## src/rtl/serld_pkg.sv

```systemverilog
package serld_pkg;

    localparam int BYTE_W     = 8;
    localparam int NUM_REGS   = 3;
    localparam int TOTAL_BITS = BYTE_W * NUM_REGS;
    localparam int CNT_W      = $clog2(TOTAL_BITS + 2);
    localparam logic [CNT_W-1:0] CNT_MAX = {CNT_W{1'b1}};

    typedef logic [BYTE_W-1:0]     byte_t;
    typedef logic [NUM_REGS-1:0]   reg_mask_t;
    typedef logic [CNT_W-1:0]      bit_cnt_t;
    typedef logic [TOTAL_BITS-1:0] frame_t;

    // synchronized serial pins
    typedef struct packed {
        logic cs_n;
        logic sck;
        logic sdi;
    } serial_pins_t;

    // events derived in the system clock domain
    typedef struct packed {
        logic sck_rise;
        logic cs_fall;
        logic cs_rise;
        logic selected;
        logic sdi;
    } serial_events_t;

    // register index 0 = pulse width, 1 = frequency, 2 = control
    function automatic reg_mask_t count_to_mask(input bit_cnt_t n);
        reg_mask_t m;
        m = '0;
        for (int k = 1; k <= NUM_REGS; k++) begin
            if (n == bit_cnt_t'(k * BYTE_W)) begin
                for (int i = 0; i < k; i++) m[i] = 1'b1;
            end
        end
        return m;
    endfunction

    function automatic bit_cnt_t count_step(input bit_cnt_t n);
        return (n == CNT_MAX) ? n : n + bit_cnt_t'(1);
    endfunction

endpackage

```

## src/rtl/serld_sync.sv

```systemverilog
module serld_sync #(
    parameter int             WIDTH   = 3,
    parameter int             STAGES  = 2,
    parameter logic [WIDTH-1:0] RST_VAL = '0
) (
    input  logic             clk,
    input  logic             rst,
    input  logic [WIDTH-1:0] d,
    output logic [WIDTH-1:0] q
);

    logic [WIDTH-1:0] stage_q [STAGES];

    always_ff @(posedge clk) begin
        if (rst) begin
            for (int s = 0; s < STAGES; s++) stage_q[s] <= RST_VAL;
        end else begin
            stage_q[0] <= d;
            for (int s = 1; s < STAGES; s++) stage_q[s] <= stage_q[s-1];
        end
    end

    assign q = stage_q[STAGES-1];

endmodule

```

## src/rtl/serld_events.sv

```systemverilog
module serld_events
    import serld_pkg::*;
(
    input  logic           clk,
    input  logic           rst,
    input  serial_pins_t   pins,
    output serial_events_t ev
);

    serial_pins_t prev_q;

    always_ff @(posedge clk) begin
        if (rst) begin
            prev_q.cs_n <= 1'b1;
            prev_q.sck  <= 1'b0;
            prev_q.sdi  <= 1'b0;
        end else begin
            prev_q <= pins;
        end
    end

    always_comb begin
        ev.sck_rise = pins.sck & ~prev_q.sck;
        ev.cs_fall  = ~pins.cs_n & prev_q.cs_n;
        ev.cs_rise  = pins.cs_n & ~prev_q.cs_n;
        ev.selected = ~pins.cs_n;
        ev.sdi      = pins.sdi;
    end

endmodule

```

## src/rtl/serld_shifter.sv

```systemverilog
module serld_shifter
    import serld_pkg::*;
(
    input  logic           clk,
    input  logic           rst,
    input  serial_events_t ev,
    output frame_t         frame,
    output bit_cnt_t       bit_cnt
);

    frame_t   frame_q;
    bit_cnt_t cnt_q;

    always_ff @(posedge clk) begin
        if (rst) begin
            frame_q <= '0;
            cnt_q   <= '0;
        end else if (ev.cs_fall) begin
            frame_q <= '0;
            cnt_q   <= '0;
        end else if (ev.selected && ev.sck_rise) begin
            frame_q <= {frame_q[TOTAL_BITS-2:0], ev.sdi};
            cnt_q   <= count_step(cnt_q);
        end
    end

    assign frame   = frame_q;
    assign bit_cnt = cnt_q;

endmodule

```

## src/rtl/serld_bank.sv

```systemverilog
module serld_bank
    import serld_pkg::*;
(
    input  logic      clk,
    input  logic      rst,
    input  logic      release_evt,
    input  frame_t    frame,
    input  bit_cnt_t  bit_cnt,
    output byte_t     regs [NUM_REGS],
    output logic      load_stb,
    output reg_mask_t load_mask,
    output logic      init_done
);

    reg_mask_t sel_mask;
    logic      do_load;
    logic      stb_q;
    reg_mask_t mask_q;
    logic      init_q;

    assign sel_mask = count_to_mask(bit_cnt);
    assign do_load  = release_evt && (sel_mask != '0);

    for (genvar g = 0; g < NUM_REGS; g++) begin : g_reg
        byte_t r_q;
        always_ff @(posedge clk) begin
            if (rst) begin
                r_q <= '0;
            end else if (do_load && sel_mask[g]) begin
                r_q <= frame[g*BYTE_W +: BYTE_W];
            end
        end
        assign regs[g] = r_q;
    end

    always_ff @(posedge clk) begin
        if (rst) begin
            stb_q  <= 1'b0;
            mask_q <= '0;
            init_q <= 1'b0;
        end else begin
            stb_q  <= do_load;
            mask_q <= do_load ? sel_mask : '0;
            if (do_load && (&sel_mask)) init_q <= 1'b1;
        end
    end

    assign load_stb  = stb_q;
    assign load_mask = mask_q;
    assign init_done = init_q;

endmodule

```

## src/rtl/serld_top.sv

```systemverilog
module serld_top
    import serld_pkg::*;
#(
    parameter int SYNC_STAGES = 2
) (
    input  logic                clk,
    input  logic                rst,
    input  logic                cs_n,
    input  logic                sck,
    input  logic                sdi,
    output logic [BYTE_W-1:0]   ctrl_q,
    output logic [BYTE_W-1:0]   freq_q,
    output logic [BYTE_W-1:0]   pw_q,
    output logic                init_done,
    output logic                load_stb,
    output logic [NUM_REGS-1:0] load_mask
);

    localparam int IDX_PW   = 0;
    localparam int IDX_FREQ = 1;
    localparam int IDX_CTRL = 2;

    serial_pins_t   raw_pins;
    serial_pins_t   sync_pins;
    serial_events_t ev;
    frame_t         frame;
    bit_cnt_t       bit_cnt;
    byte_t          regs [NUM_REGS];

    assign raw_pins = '{cs_n: cs_n, sck: sck, sdi: sdi};

    serld_sync #(
        .WIDTH   ($bits(serial_pins_t)),
        .STAGES  (SYNC_STAGES),
        .RST_VAL (3'b100)
    ) u_sync (
        .clk (clk),
        .rst (rst),
        .d   (raw_pins),
        .q   (sync_pins)
    );

    serld_events u_events (
        .clk  (clk),
        .rst  (rst),
        .pins (sync_pins),
        .ev   (ev)
    );

    serld_shifter u_shift (
        .clk     (clk),
        .rst     (rst),
        .ev      (ev),
        .frame   (frame),
        .bit_cnt (bit_cnt)
    );

    serld_bank u_bank (
        .clk         (clk),
        .rst         (rst),
        .release_evt (ev.cs_rise),
        .frame       (frame),
        .bit_cnt     (bit_cnt),
        .regs        (regs),
        .load_stb    (load_stb),
        .load_mask   (load_mask),
        .init_done   (init_done)
    );

    assign pw_q   = regs[IDX_PW];
    assign freq_q = regs[IDX_FREQ];
    assign ctrl_q = regs[IDX_CTRL];

endmodule

```

## config.mk

```make
export PLATFORM = sky130hd
export DESIGN_NAME = serld_top
export DESIGN_NICKNAME = d
export VERILOG_FILES = /design/src/rtl/serld_pkg.sv /design/src/rtl/serld_sync.sv /design/src/rtl/serld_events.sv /design/src/rtl/serld_shifter.sv /design/src/rtl/serld_bank.sv /design/src/rtl/serld_top.sv
export SDC_FILE = /design/constraint.sdc
export NUM_CORES = 1
export LEC_CHECK = 0
export ABC_AREA = 1
export CAP_MARGIN = 15
export CORE_MARGIN = 2
export CORE_UTILIZATION = 50
export CTS_BUF_LIST = sky130_fd_sc_hd__clkbuf_4
export DETAILED_ROUTE_END_ITERATION = 7
export PLACE_DENSITY_LB_ADDON = 0.1
export SYNTH_ARGS = -nofsm -noshare
export SYNTH_HDL_FRONTEND = slang
export SYNTH_HIERARCHICAL = 1
export SYNTH_SLANG_ARGS = --single-unit
export TNS_END_PERCENT = 5
```

## constraint.sdc

```tcl
create_clock -name clk -period 1.5 [get_ports clk]
set_input_delay 0.375 -clock clk [delete_from_list [all_inputs] [get_ports clk]]
set_output_delay 0.375 -clock clk [all_outputs]
set_load 0.01 [all_outputs]
```

==> results.cfg <==
[detailed_routing]
route.met3.wl_um = 195
wl_met2_mm = 2.130
highest_layer = met4
viasPerCell = 4.690
drc = 0
vias = 2087
first_pass_iters = 6
wl_per_cell_um = 10.65
first_iter_violations = 123
routed_wl_mm = 4.741
wl_met1_mm = 2.325
antenna_left = 0

[clocking]
insertion_delay_ns = 0.39
cts_sinks = 66
cts_hold_buf = 0
clk_pin_slew_worst_paths_ns = 0.10
cts_buffers = 9
clockBufferDepth = 2
ctsHtreeMaxLevel = 3
cts_tree = built
root_buffer = clkbuf_4

[timing]
period_needed_ns = 1.406
fmax_mhz = 711.2
drv_slew = 0
whs_ns = 0.4096
rsz0062_at_grt = true
worst_pin_slew_ns = 0.5127
fin_worst_skew_ns = 0.004038
finalSetupViolCount = 0
hold_viol_final = 0
relSlewSlack_pct = 65.78
finalCritPeriodShare_pct = 93.73

[grt]
grt_pass1_vias = 1935
grt_pass1_wl_mm = 8.376
grt_overflow_total = 0
grt_max_degree = 30
antenna_found_initial = 0
grt_usage_pct = 18.15

[setup_path]
reg2regPathDepth = 8
crit_start = u_bank/g_reg[1].r_q[7]
path_cells = dlygate4sd2_1
r2r_setup_slack_ns = 0.13
arrival_ns = 1.03
r2r_start = u_shift/bit_cnt[0]
cpPeakStageDelay_ns = 0.37
critPathBufInv = 1
r2r-end = u_shift/bit_cnt[2]
critPathTopFamily = flip-flops
slowest_stage = dfxtp_1
critPathLaunchType = flop
cp.depth = 1
crit_end = freq_q[7]
worstPathRequired_ns = 1.12
critPathKind = reg -> out
cp-end-kind = output port
worstPathMaxFanout = 2

[logic_synthesis]
synthDistinctLibCells = 26
ys_top_cells_by_area = dfxtp_1 50%, nor2_1 13%, nand2_1 6.8%
syn_area_per_cell_um2 = 7.819
synth_edf_count = 0
synth_largest_area_cell = dfxtp_1
syn_inst = 337
ys_top_cells_by_count = 92 x nor2_1, 66 x dfxtp_1, 48 x nand2_1, 32 x inv_1, 18 x o21ai_0
synth_top_area_share_pct = 50.14
seq_area_frac_synth_pct = 50.14
yosysMostFrequentCell = nor2_1
synth_fp_nets = 344
ys_warn_count = 6
ys_ff_latch = 66
netlist_area_um2 = 2635
ys.flop_type = dfxtp_1
async_reset_ff_share_pct = 0

[die]
die_h_um = 76.60
initial_core_util_pct = 51.59
die-width_um = 76.60
num_io_pins = 34
core_area_um2 = 5107
die_area_um2 = 5867
rows = 26

[power]
p_leak_nw = 1.385
p_int_mw = 2.172
combPwrFrac_pct = 4.3
total_power_mw = 2.829
ir_drop_uv = 483.3
clockPowerShare_pct = 32.9
p_per_area_nw_per_um2 = 928.8
power_frac_seq_pct = 62.8
switching_share_pct = 23.21
power.switching_mw = 0.6566

[finish]
antenna_cells = 0
fin_util_pct = 59.63
finalNetCount = 377
drive_above_1_share_pct = 11.47
syn2layout_area_growth_pct = 15.57

[placement]
hpwl_mm = 3.084
portBuffers = 33
gp_congestion = 0.7806

[run]
cap_violations = 0

[status]
outcome = complete, no violations

[min_path]
hp-start = u_sync/stage_q[0][1]
hold_class = reg -> reg
-- layer usage --
metal	GRT usage [%]	vias to the layer above
li1	-	1112
met3	4.739	9
met2	28.85	42
met4	12.18	0
met5	0	-
met1	21.55	924
-- power groups by stage --
stage,sequential [mW],combinational (mW),clock [mW]
after global routing,1.78,0.141,1.06
after global placement,1.82,0.121,0
after detailed placement,1.82,0.122,0
after floorplan,1.82,0.0956,0
after CTS,1.78,0.123,0.973
final,1.78,0.122,0.931
-- what timing repair did --
action | CTS | global route
setup endpoints to repair | 29 | 10
resized for setup | 29 | 5
setup buffers | 0 | 0
-- cells by family (layout without fill, tap and decap cells) --
| kind of cell | count (synthesis) | in the layout | synth area share, % |
|---|---|---|---|
| DFF | 66 | 66 | 50.14 |
| AOI/OAI and AO/OA | 45 | 45 | 9.070 |
| adders and majority gates | 2 | 2 | 0.9495 |
| and+or+nand+nor | 169 | 169 | 28.01 |
| buffers and inverters | 55 | 93 | 11.82 |
-- worst min path at each step --
stage,cells past startpoint,to,slack (ns)
after detailed placement,2,u_sync/stage_q[0][4],0.40
final,2,u_sync/stage_q[0][4],0.41
after global routing,2,u_sync/stage_q[0][3],0.43
after CTS,2,u_sync/stage_q[0][4],0.41
after global placement,2,u_sync/stage_q[0][4],0.39
after floorplan,2,u_sync/stage_q[0][5],0.39
-- layout make-up --
type                    instances  area (µm²)
multi-input cells             216        1012
flip-flops and latches         66        1326
well taps                      70       87.58
fillers                       517        2062
inverters                      37       143.9
clock buffers                  11       82.58
repair buffers                 40       371.6
clock inverters                 5       21.27
-- state kept, by name (all words and copies together), names as in the netlist --
signal	count
u_bank/g.r_q	24
u_bank/init_done	1
u_bank/load_mask	3
u_bank/load_stb	1
u_events/prev_q	2
u_shift/bit_cnt	5
u_shift/frame	24
u_sync/stage_q	6
-- stage by stage --
step	instance area (µm²)	setup WS, ns	TNS [ns]	std cells
finish	3045	0.09401	0	445
global route	3045	-0.001972	-0.001972	445
CTS	3030	0.04702	0	445
detailed placement	2963	-0.07262	-0.8922	429
global placement	2963	-0.06248	-0.8924	429
floorplan	2635	0.2133	0	337
-- layout by cell type, fill, tap and decap left out --
cell type,count
nand4_4,1
clkinv_1,3
clkbuf_4,11
nand4_1,8
o21ai_1,8
nand2_4,2
nor2_4,2
clkinv_2,2
ha_2,1
ha_1,1
nand3_1,9
buf_4,5
inv_6,1
nand2_2,2
dfxtp_4,1
clkdlybuf4s50_1,4
a21oi_2,2
nand3_4,1
inv_1,32
dfxtp_1,64
nand2_1,48
nor3_2,1
buf_12,2
a21oi_1,16
inv_2,4
nor2_2,3
nor2_1,92
o21ai_0,18
a21boi_2,1
dlygate4sd2_1,29
dfxtp_2,1
Note: power is estimated with default switching activity, not from simulation.
